<file path="src/rtl/fpc_pkg.sv">
package fpc_pkg;
    typedef enum logic [2:0] {
        ST_IDLE,
        ST_ER_CHK,
        ST_ER_RUN,
        ST_WR_WAIT,
        ST_WR_CHK,
        ST_WR_RUN
    } fpc_state_t;

    localparam logic [1:0] REG_CTRL = 2'd0;
    localparam logic [1:0] REG_ADDR = 2'd1;
    localparam logic [1:0] REG_DATA = 2'd2;

    localparam int CB_ERASE = 0;
    localparam int CB_WRITE = 1;
    localparam int CB_CM_LO = 2;
    localparam int CB_ABORT = 5;
    localparam int CB_FULL  = 6;
    localparam int CB_BUSY  = 7;
    localparam int CB_INFO  = 8;
    localparam int CB_TOP   = 9;
endpackage

</file>
<file path="src/rtl/fpc_lock_check.sv">
module fpc_lock_check #(
    parameter int PAGE_W = 8
) (
    input  logic [(2**PAGE_W)-1:0] page_lock,
    input  logic [PAGE_W-1:0]      page,
    input  logic                   info_sel,
    input  logic                   top_en,
    output logic                   locked
);
    logic top_blocked;

    always_comb begin
        top_blocked = (page == '1) && !top_en;
        locked      = !info_sel && (page_lock[page] || top_blocked);
    end
endmodule

</file>
<file path="src/rtl/fpc_timeout.sv">
module fpc_timeout #(
    parameter int LIMIT = 64
) (
    input  logic clk,
    input  logic rst_n,
    input  logic run,
    input  logic restart,
    output logic expired
);
    localparam int CW = $clog2(LIMIT + 1);

    logic [CW-1:0] cnt;

    always_ff @(posedge clk or negedge rst_n) begin
        if (!rst_n) begin
            cnt <= '0;
        end else if (restart || !run) begin
            cnt <= '0;
        end else begin
            cnt <= cnt + 1'b1;
        end
    end

    assign expired = run && (cnt == CW'(LIMIT - 1));
endmodule

</file>
<file path="src/rtl/fpc_cache_mode.sv">
module fpc_cache_mode #(
    parameter int CM_W = 2
) (
    input  logic            clk,
    input  logic            rst_n,
    input  logic            wr_en,
    input  logic [CM_W-1:0] new_mode,
    input  logic            ready,
    output logic [CM_W-1:0] cur_mode,
    output logic            pending,
    output logic [CM_W-1:0] target
);
    always_ff @(posedge clk or negedge rst_n) begin
        if (!rst_n) begin
            cur_mode <= '0;
            pending  <= 1'b0;
            target   <= '0;
        end else if (pending) begin
            if (ready) begin
                cur_mode <= target;
                pending  <= 1'b0;
            end
        end else if (wr_en && (new_mode != cur_mode)) begin
            pending <= 1'b1;
            target  <= new_mode;
        end
    end
endmodule

</file>
<file path="src/rtl/flash_pgm_ctrl.sv">
module flash_pgm_ctrl
    import fpc_pkg::*;
#(
    parameter int ADDR_W  = 17,
    parameter int DATA_W  = 32,
    parameter int PAGE_W  = 8,
    parameter int CM_W    = 2,
    parameter int TMO_CYC = 64
) (
    input  logic                   clk,
    input  logic                   rst_n,
    input  logic                   bus_sel,
    input  logic                   bus_wr,
    input  logic [1:0]             bus_idx,
    input  logic [DATA_W-1:0]      bus_wdata,
    output logic [DATA_W-1:0]      bus_rdata,
    input  logic [(2**PAGE_W)-1:0] page_lock,
    output logic                   fl_erase_req,
    output logic                   fl_prog_req,
    output logic [ADDR_W-1:0]      fl_addr,
    output logic [DATA_W-1:0]      fl_wdata,
    output logic                   fl_info,
    input  logic                   fl_done,
    output logic [CM_W-1:0]        cm_mode,
    output logic                   cm_req,
    output logic [CM_W-1:0]        cm_target,
    input  logic                   cm_ready
);
    localparam int PAGE_LSB = ADDR_W - PAGE_W;

    fpc_state_t state, state_nx;

    logic              erase_bit, write_bit, abort, full;
    logic              info_sel, top_en;
    logic [ADDR_W-1:0] waddr;
    logic [DATA_W-1:0] wbuf;
    logic              busy;
    logic              ctrl_wr, addr_wr, data_wr, data_acc;
    logic              locked, tmo_exp, tmo_hit;
    logic              erase_go, write_go;

    // ---------------------------------------------------------------
    // Bus decode
    // ---------------------------------------------------------------
    assign busy     = erase_bit || write_bit;
    assign ctrl_wr  = bus_sel && bus_wr && (bus_idx == REG_CTRL);
    assign addr_wr  = bus_sel && bus_wr && (bus_idx == REG_ADDR);
    assign data_wr  = bus_sel && bus_wr && (bus_idx == REG_DATA);
    assign data_acc = data_wr && write_bit && !full;
    assign erase_go = bus_wdata[CB_ERASE];
    assign write_go = bus_wdata[CB_WRITE];
    assign tmo_hit  = tmo_exp && !data_acc;

    fpc_lock_check #(.PAGE_W(PAGE_W)) i_lock (
        .page_lock (page_lock),
        .page      (waddr[ADDR_W-1:PAGE_LSB]),
        .info_sel  (info_sel),
        .top_en    (top_en),
        .locked    (locked)
    );

    fpc_timeout #(.LIMIT(TMO_CYC)) i_tmo (
        .clk     (clk),
        .rst_n   (rst_n),
        .run     ((state == ST_WR_WAIT) && !full),
        .restart (data_acc),
        .expired (tmo_exp)
    );

    fpc_cache_mode #(.CM_W(CM_W)) i_cache (
        .clk      (clk),
        .rst_n    (rst_n),
        .wr_en    (ctrl_wr),
        .new_mode (bus_wdata[CB_CM_LO +: CM_W]),
        .ready    (cm_ready),
        .cur_mode (cm_mode),
        .pending  (cm_req),
        .target   (cm_target)
    );

    // ---------------------------------------------------------------
    // Next state
    // ---------------------------------------------------------------
    always_comb begin
        state_nx = state;
        unique case (state)
            ST_IDLE: begin
                if (ctrl_wr && erase_go)      state_nx = ST_ER_CHK;
                else if (ctrl_wr && write_go) state_nx = ST_WR_WAIT;
            end
            ST_ER_CHK: begin
                if (!locked)        state_nx = ST_ER_RUN;
                else if (write_bit) state_nx = ST_WR_WAIT;
                else                state_nx = ST_IDLE;
            end
            ST_ER_RUN: begin
                if (fl_done) state_nx = write_bit ? ST_WR_WAIT : ST_IDLE;
            end
            ST_WR_WAIT: begin
                if (full)         state_nx = ST_WR_CHK;
                else if (tmo_hit) state_nx = ST_IDLE;
            end
            ST_WR_CHK: begin
                state_nx = locked ? ST_IDLE : ST_WR_RUN;
            end
            ST_WR_RUN: begin
                if (fl_done) state_nx = ST_WR_WAIT;
            end
            default: state_nx = ST_IDLE;
        endcase
    end

    always_ff @(posedge clk or negedge rst_n) begin
        if (!rst_n) state <= ST_IDLE;
        else        state <= state_nx;
    end

    // ---------------------------------------------------------------
    // Control / status and datapath registers
    // ---------------------------------------------------------------
    always_ff @(posedge clk or negedge rst_n) begin
        if (!rst_n) begin
            erase_bit <= 1'b0;
            write_bit <= 1'b0;
            abort     <= 1'b0;
            full      <= 1'b0;
            info_sel  <= 1'b0;
            top_en    <= 1'b0;
            waddr     <= '0;
            wbuf      <= '0;
        end else begin
            if (ctrl_wr && !busy) begin
                info_sel  <= bus_wdata[CB_INFO];
                top_en    <= bus_wdata[CB_TOP];
                erase_bit <= erase_go;
                write_bit <= write_go;
                if (erase_go || write_go) abort <= 1'b0;
            end
            if (addr_wr && !busy) begin
                waddr <= bus_wdata[ADDR_W+1:2];
            end
            if (data_acc) begin
                full <= 1'b1;
                wbuf <= bus_wdata;
            end
            unique case (state)
                ST_ER_CHK: begin
                    if (locked) begin
                        erase_bit <= 1'b0;
                        abort     <= !write_bit;
                    end
                end
                ST_ER_RUN: begin
                    if (fl_done) begin
                        erase_bit <= 1'b0;
                        if (write_bit) abort <= 1'b0;
                    end
                end
                ST_WR_WAIT: begin
                    if (!full && tmo_hit) write_bit <= 1'b0;
                end
                ST_WR_CHK: begin
                    if (locked) begin
                        abort     <= 1'b1;
                        full      <= 1'b0;
                        write_bit <= 1'b0;
                    end
                end
                ST_WR_RUN: begin
                    if (fl_done) begin
                        full  <= 1'b0;
                        waddr <= waddr + 1'b1;
                    end
                end
                default: ;
            endcase
        end
    end

    // ---------------------------------------------------------------
    // Outputs
    // ---------------------------------------------------------------
    always_comb begin
        fl_erase_req = (state == ST_ER_RUN);
        fl_prog_req  = (state == ST_WR_RUN);
        fl_addr      = waddr;
        fl_wdata     = wbuf;
        fl_info      = info_sel;
        bus_rdata    = '0;
        unique case (bus_idx)
            REG_CTRL: begin
                bus_rdata[CB_ERASE]            = erase_bit;
                bus_rdata[CB_WRITE]            = write_bit;
                bus_rdata[CB_CM_LO +: CM_W]    = cm_mode;
                bus_rdata[CB_ABORT]            = abort;
                bus_rdata[CB_FULL]             = full;
                bus_rdata[CB_BUSY]             = busy;
                bus_rdata[CB_INFO]             = info_sel;
                bus_rdata[CB_TOP]              = top_en;
            end
            REG_ADDR: bus_rdata = DATA_W'(waddr);
            default:  bus_rdata = '0;
        endcase
    end
endmodule

</file>
<file path="config.mk">
export PLATFORM = sky130hd
export DESIGN_NAME = flash_pgm_ctrl
export DESIGN_NICKNAME = d
export VERILOG_FILES = /design/src/rtl/fpc_pkg.sv /design/src/rtl/fpc_lock_check.sv /design/src/rtl/fpc_timeout.sv /design/src/rtl/fpc_cache_mode.sv /design/src/rtl/flash_pgm_ctrl.sv
export SDC_FILE = /design/constraint.sdc
export NUM_CORES = 1
export LEC_CHECK = 0
export ABC_AREA = 1
export BUFFER_PORTS_ARGS = -buffer_cell sky130_fd_sc_hd__buf_2
export CORE_ASPECT_RATIO = 0.8
export CORE_MARGIN = 3
export CORE_UTILIZATION = 35
export DETAILED_ROUTE_END_ITERATION = 16
export MAX_ROUTING_LAYER = met4
export PLACE_DENSITY = 0.65
export SYNTH_ARGS = -nofsm -noshare
export SYNTH_HDL_FRONTEND = slang
export SYNTH_HIERARCHICAL = 1
export SYNTH_SLANG_ARGS = --single-unit
export TNS_END_PERCENT = 100
</file>
<file path="constraint.sdc">
create_clock -name clk -period 2.11 [get_ports clk]
set_input_delay 0 -clock clk [delete_from_list [all_inputs] [get_ports clk]]
set_output_delay 0 -clock clk [all_outputs]
set_load 0.005 [all_outputs]
</file>
==> run_results.csv, run 1 <==
group,metric,value,unit
placed_design,placed_area,9031,um2
floorplan,io_pins,385,
grt,grt_use_total,28.04,%
setup_path,path_class,"reg2reg",
synthesis,async_flop_share,100.0,%
synthesis,synth-edff-count,0,
drt,final_antenna_net_count,0,
clock_tree,cts_tree,"done",
cells_and_area,nNetsFinal,1936,
setup_path,rr_worst_depth,20,
grt,gr-max-usage-layer,"met2",
sta,fin_crit_sh,119.4,%
sta,tightest_slew,0.6079,ns
power,seq_power_share,17.6,%
setup_path,r2r_slack,-0.41,ns
min_path,holdPathStages,3,
floorplan,rows,45,
synthesis,synthDistinctLibCells,32,
outcome,violations,"setup timing",
drt,vias,9472,
power,p_clk_share,13.2,%
placed_design,hpwl,23.62,mm
cells_and_area,drive_gt1_share,31.71,%
grt,grt_util_met1,37.21,%
synthesis,synth_seq_cells,70,
sta,drv_slew,0,
sta,setup_viol,7,
drt,routed_via_density,4.980,
clock_tree,numCtsBuffers,9,
clock_tree,cts_max_path_buffers,2,
synthesis,avgSynthCellArea,5.627,um2
setup_path,crit_path_end_kind,"flop",
grt,grt-ovfl-total,0,
power,switching_share,48.37,%
synthesis,syn_inst,1215,
setup_path,required,2.36,ns
floorplan,die_area,21260,um2
setup_path,worstReg2RegStart,"fl_addr[9]$_DFF_PN0_",
sta,fin_crit,2.520,ns
cells_and_area,fillCellCount,1962,
grt,grt_pass1_wl,45.59,mm
power,power.leakage,5.903,nW
min_path,hold_class,"in2reg",
drt,drt_iter0_drc,1035,
drt,first_pass_iters,6,
sta,clock-skew-final,0.007496,ns
grt,grt_max_degree,60,
synthesis,yosysMostFrequentCell,"nand2_1",
synthesis,synth_top_area_share,25.62,%
sta,hold_slack,0.009241,ns
synthesis,synth_area,6837,um2
grt,grt_pass1_vias,8558,
sta,finalHoldViolations,0,
cells_and_area,post-route-cell-area,10270,um2
sta,finalSetupTns,-2.640,ns
sta,fin_ws,-0.4098,ns
drt,drc,0,
power,pwr_density_cell,1310,nW/um2
clock_tree,clockRootBuffer,"clkbuf_16",
power,p_int,6.946,mW
synthesis,synthTopCellsByCount,"457 x nand2_1, 161 x nor2_1, 128 x inv_1, 107 x nand3_1, 96 x o21ai_0",
cells_and_area,area_growth,50.18,%
sta,fmax,396.9,MHz
outcome,status,"finished with violations",
setup_path,r2r-end,"full$_DFF_PN0_",
power,p_sw,6.507,mW
drt,drt_wl_total,31.47,mm
clock_tree,h-tree-depth,3,
setup_path,path_max_fanout,7,
synthesis,ys_seq_area_share,25.62,%
power,p_total,13.45,mW
grt,grtUsageMet3,5.358,%
placed_design,dp_slack,-0.3781,ns
flow_run,maxCapViolCount,0,
floorplan,die_height,131.0,um
synthesis,synth_area_leaders,"dfrtp_1 26%, nand2_1 25%, nor2_1 8.8%",
synthesis,ys_warn_count,6,
synthesis,synthFlopType,"dfrtp_1",
grt,met2_usage,44.84,%
floorplan,die_width,162.3,um
setup_path,worstSetupStartpoint,"fl_addr[9]$_DFF_PN0_",
placed_design,place.gp.congestion,0.9657,
clock_tree,insertion_delay,0.33,ns
setup_path,worstPathArrival,2.77,ns
floorplan,coreArea,19090,um2
placed_design,port_buffers,369,
clock_tree,clk_pin_slew_worst_paths,0.06,ns
floorplan,start_util,35.82,%
power,ir_drop,0.5432,mV
sta,relSlewSlack,59.33,%
setup_path,cp-start-kind,"flop",
clock_tree,clkSinkCount,70,
setup_path,cp-endpoint,"full$_DFF_PN0_",
drt,wl_per_cell,16.54,um
sta,rsz0062_at_grt,"true",
power,pwr-share-comb,69.2,%
synthesis,synth_area_leader_cell,"dfrtp_1",
grt,antenna_found_initial,1,
stage by stage:
stage	std cells	utilization [%]
floorplan	1229	-
global placement	1832	47.32
detailed placement	1832	47.32
CTS	1892	52.64
global route	1902	53.79
finish	1902	53.79
worst max-delay path, stage by stage (launching register included):
cell and delay, ns:
dfrtp_4 0.49, buf_12 0.16, buf_12 0.13, buf_8 0.13, buf_4 0.13, nor2_1 0.08
nor2_1 0.04, nand2_1 0.09, nand3_2 0.08, nand3_2 0.10, nand2_2 0.06, a21oi_2 0.16
nand3_2 0.09, nand3_2 0.08, nand3_2 0.08, nand2_1 0.08, inv_2 0.06, inv_2 0.07
buf_6 0.10, nand2_4 0.06, a31oi_1 0.16
cells in the final DEF, fill, tap and decap left out, drive strengths merged:
master / n
nand2: 465
buf: 436
nor2: 168
inv: 136
o21ai: 125
nand3: 109
dfrtp: 70
a21oi: 39
dlygate4sd3: 32
conb: 15
clkbuf: 13
o211ai: 11
nor3: 5
o22ai: 3
bufinv: 3
or2: 3
ha: 2
nor4: 2
diode: 1
a31oi: 1
clkinv: 1
clkinvlp: 1
a21boi: 1
xor2: 1
o21bai: 1
flip-flops by register name (all words and copies together), names as in the netlist:
signal / cells
fl_info: 1
state: 3
i_cache/target: 2
fl_wdata: 32
i_tmo/cnt: 7
abort: 1
full: 1
fl_addr: 17
top_en: 1
write_bit: 1
erase_bit: 1
i_cache/cur_mode: 2
i_cache/pending: 1
cells by family after synthesis:
| family | after synthesis | synth area share (%) |
|---|---|---|
| AO/OA/AOI/OAI | 181 | 13.85 |
| XOR/XNOR | 1 | 0.1281 |
| adder cells (fa/ha/maj) | 2 | 0.3660 |
| buffers and inverters | 208 | 15.08 |
| flip-flops | 70 | 25.62 |
| other | 1 | 0.05485 |
| AND/OR/NAND/NOR | 752 | 44.89 |
repair_timing:
item / in CTS / in global routing
setup endpoints to repair: 7 / 7
gates cloned: 6 / 2
pin swaps: 3 / 42
hold endpoints to repair: 117 / 0
setup buffers: 6 / 10
resized for setup: 37 / 53
hold buffers: 32 / 0
routing by layer:
layer	routed length, um	vias to the layer above
li1	-	4609
met1	13680	4356
met2	14620	455
met3	2556	52
met4	607	0
met5	0	-
area by class of cell:
type / instances / area (um2) / share of cell area (%)
Clock buffer: 11 / 242.7 / 2.364
Antenna cell: 1 / 2.502 / 0.02437
Sequential cell: 70 / 1757 / 17.11
Multi-Input combinational cell: 951 / 4272 / 41.60
Inverter: 136 / 526.8 / 5.130
Tap cell: 258 / 322.8 / 3.144
Clock inverter: 5 / 106.4 / 1.036
Timing Repair Buffer: 470 / 3038 / 29.59
power groups by stage:
stage	clock [mW]	combinational, mW	sequential [mW]
global placement	0	7.71	2.37
detailed placement	0	7.74	2.39
floorplan	0	4.89	2.35
global route	1.86	10.3	2.44
finish	1.77	9.31	2.37
CTS	1.79	8.70	2.36
how the worst min path moves through the flow:
stage,to,from,slack (ns)
floorplan,abort$_DFF_PN0_,rst_n,-0.30
global placement,fl_wdata[14]$_DFFE_PN0P_,rst_n,-0.09
detailed placement,fl_wdata[14]$_DFFE_PN0P_,rst_n,-0.09
CTS,fl_wdata[1]$_DFFE_PN0P_,bus_wdata[1],0.005
global route,fl_wdata[1]$_DFFE_PN0P_,bus_wdata[1],0.02
finish,fl_wdata[17]$_DFFE_PN0P_,bus_wdata[17],0.009
No activity file was read; power rests on OpenSTA's default activity.
==> inputs of run 2 (changes only) <==
==> constraint.sdc (replaced) <==
create_clock -name clk -period 2.1 [get_ports clk]
set_input_delay 0.63 -clock clk [delete_from_list [all_inputs] [get_ports clk]]
set_output_delay 0.63 -clock clk [all_outputs]
set_load 0.005 [all_outputs]
==> run_results.csv, run 2 (synthesis gave the netlist of run 1 again) <==
group,metric,value,unit
sta,hold_slack,0.2734,ns
drt,final_antenna_net_count,0,
sta,fin_ws,-0.3326,ns
floorplan,die_height,131.0,um
clock_tree,clk_pin_slew_worst_paths,0.06,ns
floorplan,rows,45,
setup_path,required,2.38,ns
sta,rsz0062_at_grt,"true",
clock_tree,hold_buffers,0,
placed_design,place.gp.congestion,0.9288,
setup_path,cp-start-kind,"flop",
cells_and_area,largest_register_ffs,32,
outcome,violations,"setup timing",
clock_tree,numCtsBuffers,9,
floorplan,io_pins,385,
cells_and_area,mostFrequentLayoutCells,"449 x nand2_1, 369 x buf_2, 155 x nor2_1",
sta,setup_viol,7,
sta,fmax,411.1,MHz
setup_path,crit_chain,"buf_12, buf_6, buf_16, nor2_4, nor2_1, o21ai_1, nand2_1, nand2_1, nand2_1, inv_2, nand2_1, nand3_1, nand3_1, nand3_1, nand3_2, nand2_1, inv_2, buf_4, a21oi_2, nor2_1, nand2_1, nand2_1, nand2_1",
clock_tree,cts_tree,"done",
setup_path,worstPathArrival,2.71,ns
setup_path,path_max_fanout,6,
sta,relSlewSlack,60.55,%
cells_and_area,fin_cells,1887,
drt,first_pass_iters,5,
setup_path,cp_slowest_stage_delay,0.56,ns
placed_design,port_buffers,369,
drt,drt_iter0_drc,968,
drt,routed_via_density,4.976,
sta,fin_crit_sh,115.8,%
floorplan,coreArea,19090,um2
clock_tree,cts_max_path_buffers,2,
clock_tree,clkSinkCount,70,
grt,grt_use_total,28.33,%
min_path,hold_class,"in2async",
drt,vias,9390,
cells_and_area,area_growth,49.41,%
placed_design,placed_area,9214,um2
floorplan,die_width,162.3,um
grt,grt-ovfl-total,0,
sta,fin_crit,2.433,ns
setup_path,crit_path_end_kind,"flop",
cells_and_area,final_core_util,53.52,%
power,power.leakage,5.905,nW
clock_tree,insertion_delay,0.34,ns
grt,grt_pass1_wl,45.88,mm
clock_tree,h-tree-depth,3,
floorplan,start_util,35.82,%
grt,grt_pass1_vias,8531,
cells_and_area,nNetsFinal,1920,
placed_design,hpwl,23.67,mm
clock_tree,clockRootBuffer,"clkbuf_16",
flow_run,maxCapViolCount,0,
cells_and_area,fillCellCount,1960,
sta,drv_slew,0,
power,pwr_density_cell,1356,nW/um2
setup_path,critPathMostFrequentCell,"nand2_1",
power,ir_drop,0.6116,mV
sta,clock-skew-final,0.009563,ns
cells_and_area,post-route-cell-area,10210,um2
drt,wl_per_cell,16.39,um
drt,drt_wl_total,30.93,mm
drt,drc,0,
sta,tightest_slew,0.5909,ns
cells_and_area,drive_gt1_share,33.31,%
setup_path,path_class,"reg2reg",
grt,antenna_found_initial,2,
cells_and_area,layout_commonest_cell,"nand2_1",
sta,finalHoldViolations,0,
placed_design,dpl.cell_count,1848,
floorplan,die_area,21260,um2
sta,finalSetupTns,-2.041,ns
grt,grt_max_degree,39,
outcome,status,"finished with violations",
setup_path,slowest_stage,"dfrtp_4",
[run 2: changes by cell type in the layout (fill, tap and decap cells not counted), sizes merged]
cell         previous run  this run
dlygate4sd3            32         0
buf                   436       452
bufbuf                  0         2
clkbuf                 13        11
clkinv                  1         2
diode                   1         2
inv                   136       135
[run 2: layer usage]
metal / wire, um / part of all wire (%) / GRT usage (%)
met5: 0 / 0 / -
met4: 586 / 1.9 / 6.319
met3: 2462 / 8.0 / 5.389
met2: 14110 / 46 / 44.76
met1: 13770 / 45 / 37.98
[run 2: worst max-delay path: cells and delay by family, from the launching register on]
kind                   cells  cell delay (ns)
AOI/OAI and AO/OA          2             0.18
buffers and inverters      6             0.69
DFF                        1             0.56
and+or+nand+nor           15             0.94
[run 2: where the power goes]
group          internal (mW)  leakage, nW  total (mW)  switching [mW]
Clock                   1.19        0.166        1.78           0.587
Combinational           4.19         4.86        9.65            5.46
Sequential              1.88        0.881        2.42           0.545
[run 2: layout make-up]
type	instances	area, um2	area share (%)
Tap cell	258	322.8	3.160
Clock buffer	11	242.7	2.376
Clock inverter	5	106.4	1.041
Sequential cell	70	1757	17.20
Multi-Input combinational cell	951	4299	42.09
Inverter	136	525.5	5.145
Antenna cell	2	5.005	0.04900
Timing Repair Buffer	454	2957	28.94
[run 2: through the flow]
stage,setup WS [ns],power (mW)
2_1_floorplan,0.001327,7.276
3_3_place_gp,-0.3159,10.38
3_5_place_dp,-0.3976,10.41
4_1_cts,-0.3148,13.51
5_1_grt,-0.5228,15.01
6_report,-0.3326,13.85
[run 2: path summary, 6_finish.rpt]
kind	endpoint	from	cells past startpoint	slack (ns)
setup / recovery	state[1]$_DFFE_PN0P_	fl_addr[9]$_DFF_PN0_	23	-0.33
setup reg to reg	state[1]$_DFFE_PN0P_	fl_addr[9]$_DFF_PN0_	23	-0.33
max in group asynchronous	fl_addr[5]$_DFF_PN0_	rst_n	2	1.29
hold reg to reg	fl_wdata[14]$_DFFE_PN0P_	fl_wdata[14]$_DFFE_PN0P_	2	0.46
min in group clk	fl_wdata[14]$_DFFE_PN0P_	fl_wdata[14]$_DFFE_PN0P_	2	0.46
hold / removal	fl_wdata[18]$_DFFE_PN0P_	rst_n	1	0.27
[run 2: repair_timing]
action / CTS / global route
buffers inserted: 7 / 6
pin swaps: 6 / 19
endpoints found under the hold margin: 0 / 0
cloned: 10 / 0
endpoints found under the setup margin: 8 / 9
resized for setup: 57 / 29
==> inputs of run 3 (changes only) <==
--- a/config.mk
+++ b/config.mk
@@ -7,14 +7,13 @@
 export LEC_CHECK = 0
 export ABC_AREA = 1
 export BUFFER_PORTS_ARGS = -buffer_cell sky130_fd_sc_hd__buf_2
-export CORE_ASPECT_RATIO = 0.8
-export CORE_MARGIN = 3
-export CORE_UTILIZATION = 35
+export CORE_AREA = 3 3 150 152
+export CTS_BUF_LIST = sky130_fd_sc_hd__clkbuf_8
 export DETAILED_ROUTE_END_ITERATION = 16
+export DIE_AREA = 0 0 153 155
 export MAX_ROUTING_LAYER = met4
-export PLACE_DENSITY = 0.65
+export PLACE_DENSITY = 0.57
 export SYNTH_ARGS = -nofsm -noshare
 export SYNTH_HDL_FRONTEND = slang
-export SYNTH_HIERARCHICAL = 1
 export SYNTH_SLANG_ARGS = --single-unit
 export TNS_END_PERCENT = 100
==> constraint.sdc (replaced) <==
create_clock -name clk -period 2.85 [get_ports clk]
set_input_delay 0.855 -clock clk [delete_from_list [all_inputs] [get_ports clk]]
set_output_delay 0.855 -clock clk [all_outputs]
set_load 0.005 [all_outputs]
==> run_results.csv, run 3 <==
group,metric,value,unit
outcome,status,"finished clean",
flow_run,maxCapViolCount,0,
setup_path,cp-start-kind,"flop",
synthesis,synth_area,6560,um2
clock_tree,clk_pin_slew_worst_paths,0.08,ns
sta,tightest_slew,0.5422,ns
drt,first_pass_iters,5,
synthesis,yosysMostFrequentCell,"nand2_1",
drt,drt_wl_total,30.69,mm
clock_tree,hold_buffers,0,
cells_and_area,layout_commonest_cell,"nand2_1",
cells_and_area,final_core_util,41.85,%
sta,finalSetupTns,0,ns
setup_path,path_class,"reg2reg",
setup_path,path_buf_inv,2,
placed_design,hpwl,24.56,mm
clock_tree,clockRootBuffer,"clkbuf_8",
synthesis,synth_top_area_share,26.70,%
power,pwr_density_cell,915.4,nW/um2
floorplan,coreArea,21150,um2
synthesis,synthFlopType,"dfrtp_1",
clock_tree,numCtsBuffers,9,
synthesis,synthDistinctLibCells,36,
cells_and_area,nNetsFinal,1813,
drt,vias,8559,
floorplan,start_util,31.01,%
grt,grt-ovfl-total,0,
clock_tree,clkSinkCount,70,
sta,fin_crit_sh,89.74,%
synthesis,syn_inst,1172,
setup_path,worstPathArrival,2.84,ns
power,ir_drop,0.4624,mV
sta,drv_slew,0,
floorplan,io_pins,385,
setup_path,slowest_stage,"dfrtp_4",
setup_path,path_max_fanout,30,
sta,finalHoldViolations,0,
synthesis,synth_area_leaders,"dfrtp_1 27%, nand2_1 22%, nor2_1 11%",
synthesis,synthTopCellsByCount,"393 x nand2_1, 186 x nor2_1, 139 x inv_1, 92 x o21ai_0, 90 x nand3_1",
floorplan,die_area,23720,um2
setup_path,worstReg2RegStart,"fl_addr[9]$_DFF_PN0_",
setup_path,r2r_slack,0.29,ns
clock_tree,cts_max_path_buffers,2,
cells_and_area,largest_register_ffs,32,
drt,routed_via_density,4.752,
grt,grt_pass1_wl,45.95,mm
grt,antenna_found_initial,6,
drt,wl_per_cell,17.04,um
grt,grt_max_degree,77,
sta,rsz0062_at_grt,"false",
setup_path,r2r-end,"state[1]$_DFFE_PN0P_",
cells_and_area,mostFrequentLayoutCells,"393 x nand2_1, 368 x buf_2, 186 x nor2_1",
drt,final_antenna_net_count,0,
setup_path,crit_path_end_kind,"flop",
min_path,hold_class,"in2async",
synthesis,synth_seq_cells,70,
setup_path,crit_chain,"clkinv_2, buf_12, nand2_1, nand3_1, nand2_1, nand2_1, nand2_1, nor2_1, nand2_1, nand3_1, nand2_1, nand2_1, nand2_1, nor2_1, nand2_1, nand2_2, nand2_1, nand2_1, nand2_1, o21ai_1",
synthesis,avgSynthCellArea,5.597,um2
cells_and_area,drive_gt1_share,27.89,%
synthesis,ys_seq_area_share,26.70,%
synthesis,async_flop_share,100.0,%
cells_and_area,fillCellCount,2389,
clock_tree,h-tree-depth,3,
drt,drc,0,
synthesis,synth-edff-count,0,
synthesis,ys_warn_count,0,
clock_tree,cts_setup_buffers,0,
sta,fmax,391.0,MHz
clock_tree,insertion_delay,0.35,ns
clock_tree,cts_resized,0,
cells_and_area,area_growth,34.94,%
setup_path,cp_slowest_stage_delay,0.57,ns
setup_path,required,3.13,ns
floorplan,die_height,155,um
placed_design,place.gp.congestion,0.9587,
setup_path,critPathMostFrequentCell,"nand2_1",
grt,grt_pass1_vias,8310,
grt,grt_use_total,25.15,%
setup_path,crit_family,"simple AND/OR/NAND/NOR gates",
setup_path,rr_worst_depth,20,
clock_tree,cts_tree,"done",
power,power.leakage,5.164,nW
synthesis,synth_area_leader_cell,"dfrtp_1",
sta,fin_crit,2.557,ns
placed_design,port_buffers,369,
sta,setup_viol,0,
drt,drt_iter0_drc,581,
sta,clock-skew-final,0.009590,ns
floorplan,die_width,153,um
floorplan,rows,53,
sta,relSlewSlack,63.86,%
run 3: cell count changes after synthesis, moves of 5 or more:
| cell | delta |
|---|---|
| nor2_4 | -5 |
| inv_2 | -5 |
| nor3_1 | +8 |
| nand3_1 | -17 |
| o22ai_1 | +10 |
| o21ai_1 | -6 |
| a21oi_1 | -9 |
| nor2_1 | +25 |
| nand2_1 | -64 |
| nand2_2 | -5 |
| buf_6 | -10 |
| inv_1 | +11 |
| clkbuf_1 | +20 |
run 3: area by class of cell:
type                       count  area, um2  share of cell area, %
antenna                        6      15.01                 0.1696
clock buffer                   9      123.9                  1.399
clock inverter                 7      75.07                 0.8481
inverter                     142      534.3                  6.035
multi-input combinational    895       3864                  43.65
sequential                    70       1757                  19.84
tap                          275      344.1                  3.887
timing repair buffer         397       2140                  24.17
run 3: cell families after synthesis:
group / count (synthesis) / synth area share [%]
xor+xnor: 3 / 0.4006
compound gates: 182 / 15.09
simple gates: 693 / 42.09
flops: 70 / 26.70
fa+ha+maj: 2 / 0.3814
other cells: 1 / 0.05716
buf+inv: 221 / 15.28
run 3: metal layers:
metal,vias to the layer above,global-route usage (%),share of wire (%)
met5,-,-,0
met4,0,5.728,1.6
met3,30,4.562,7.1
met2,358,42.70,49
met1,3846,31.43,42
li1,4325,-,-
run 3: power by group:
part / internal [mW] / total (mW) / switching (mW) / leakage [nW]
logic: 2.00 / 5.52 / 3.52 / 4.19
registers: 1.39 / 1.75 / 0.362 / 0.886
clock network: 0.405 / 0.829 / 0.424 / 0.0915
run 3: worst register-to-register path: stages (launching register included):
cell,delay (ns)
dfrtp_4,0.57
clkinv_2,0.15
buf_12,0.19
nand2_1,0.09
nand3_1,0.15
nand2_1,0.14
nand2_1,0.08
nand2_1,0.06
nor2_1,0.11
nand2_1,0.05
nand3_1,0.07
nand2_1,0.06
nand2_1,0.05
nand2_1,0.04
nor2_1,0.12
nand2_1,0.15
nand2_2,0.12
nand2_1,0.09
nand2_1,0.08
nand2_1,0.04
o21ai_1,0.07
run 3: how the worst max path moves through the flow:
| stage | start | end | cells past startpoint |
|---|---|---|---|
| after global placement | page_lock[140] | state[1]$_DFFE_PN0P_ | 20 |
| after global routing | fl_addr[9]$_DFF_PN0_ | state[1]$_DFFE_PN0P_ | 17 |
| final | fl_addr[9]$_DFF_PN0_ | state[1]$_DFFE_PN0P_ | 20 |
| after CTS | fl_addr[9]$_DFF_PN0_ | state[1]$_DFFE_PN0P_ | 20 |
| after detailed placement | page_lock[140] | state[1]$_DFFE_PN0P_ | 20 |
| after floorplan | bus_idx[1] | bus_rdata[0] | 3 |
run 3: stage by stage:
stage / std cells / setup WS, ns / hold slack, ns / power, mW / cell area [um2]
after detailed placement: 1778 / 0.2375 / 0.4599 / 7.251 / 8613
after global routing: 1801 / 0.06282 / 0.4776 / 8.933 / 8852
after floorplan: 1186 / 0.5312 / 0.4320 / 5.289 / 6613
after CTS: 1794 / 0.2628 / 0.4699 / 8.111 / 8812
final: 1801 / 0.2925 / 0.4712 / 8.103 / 8852
after global placement: 1778 / 0.2157 / 0.4499 / 7.269 / 8613
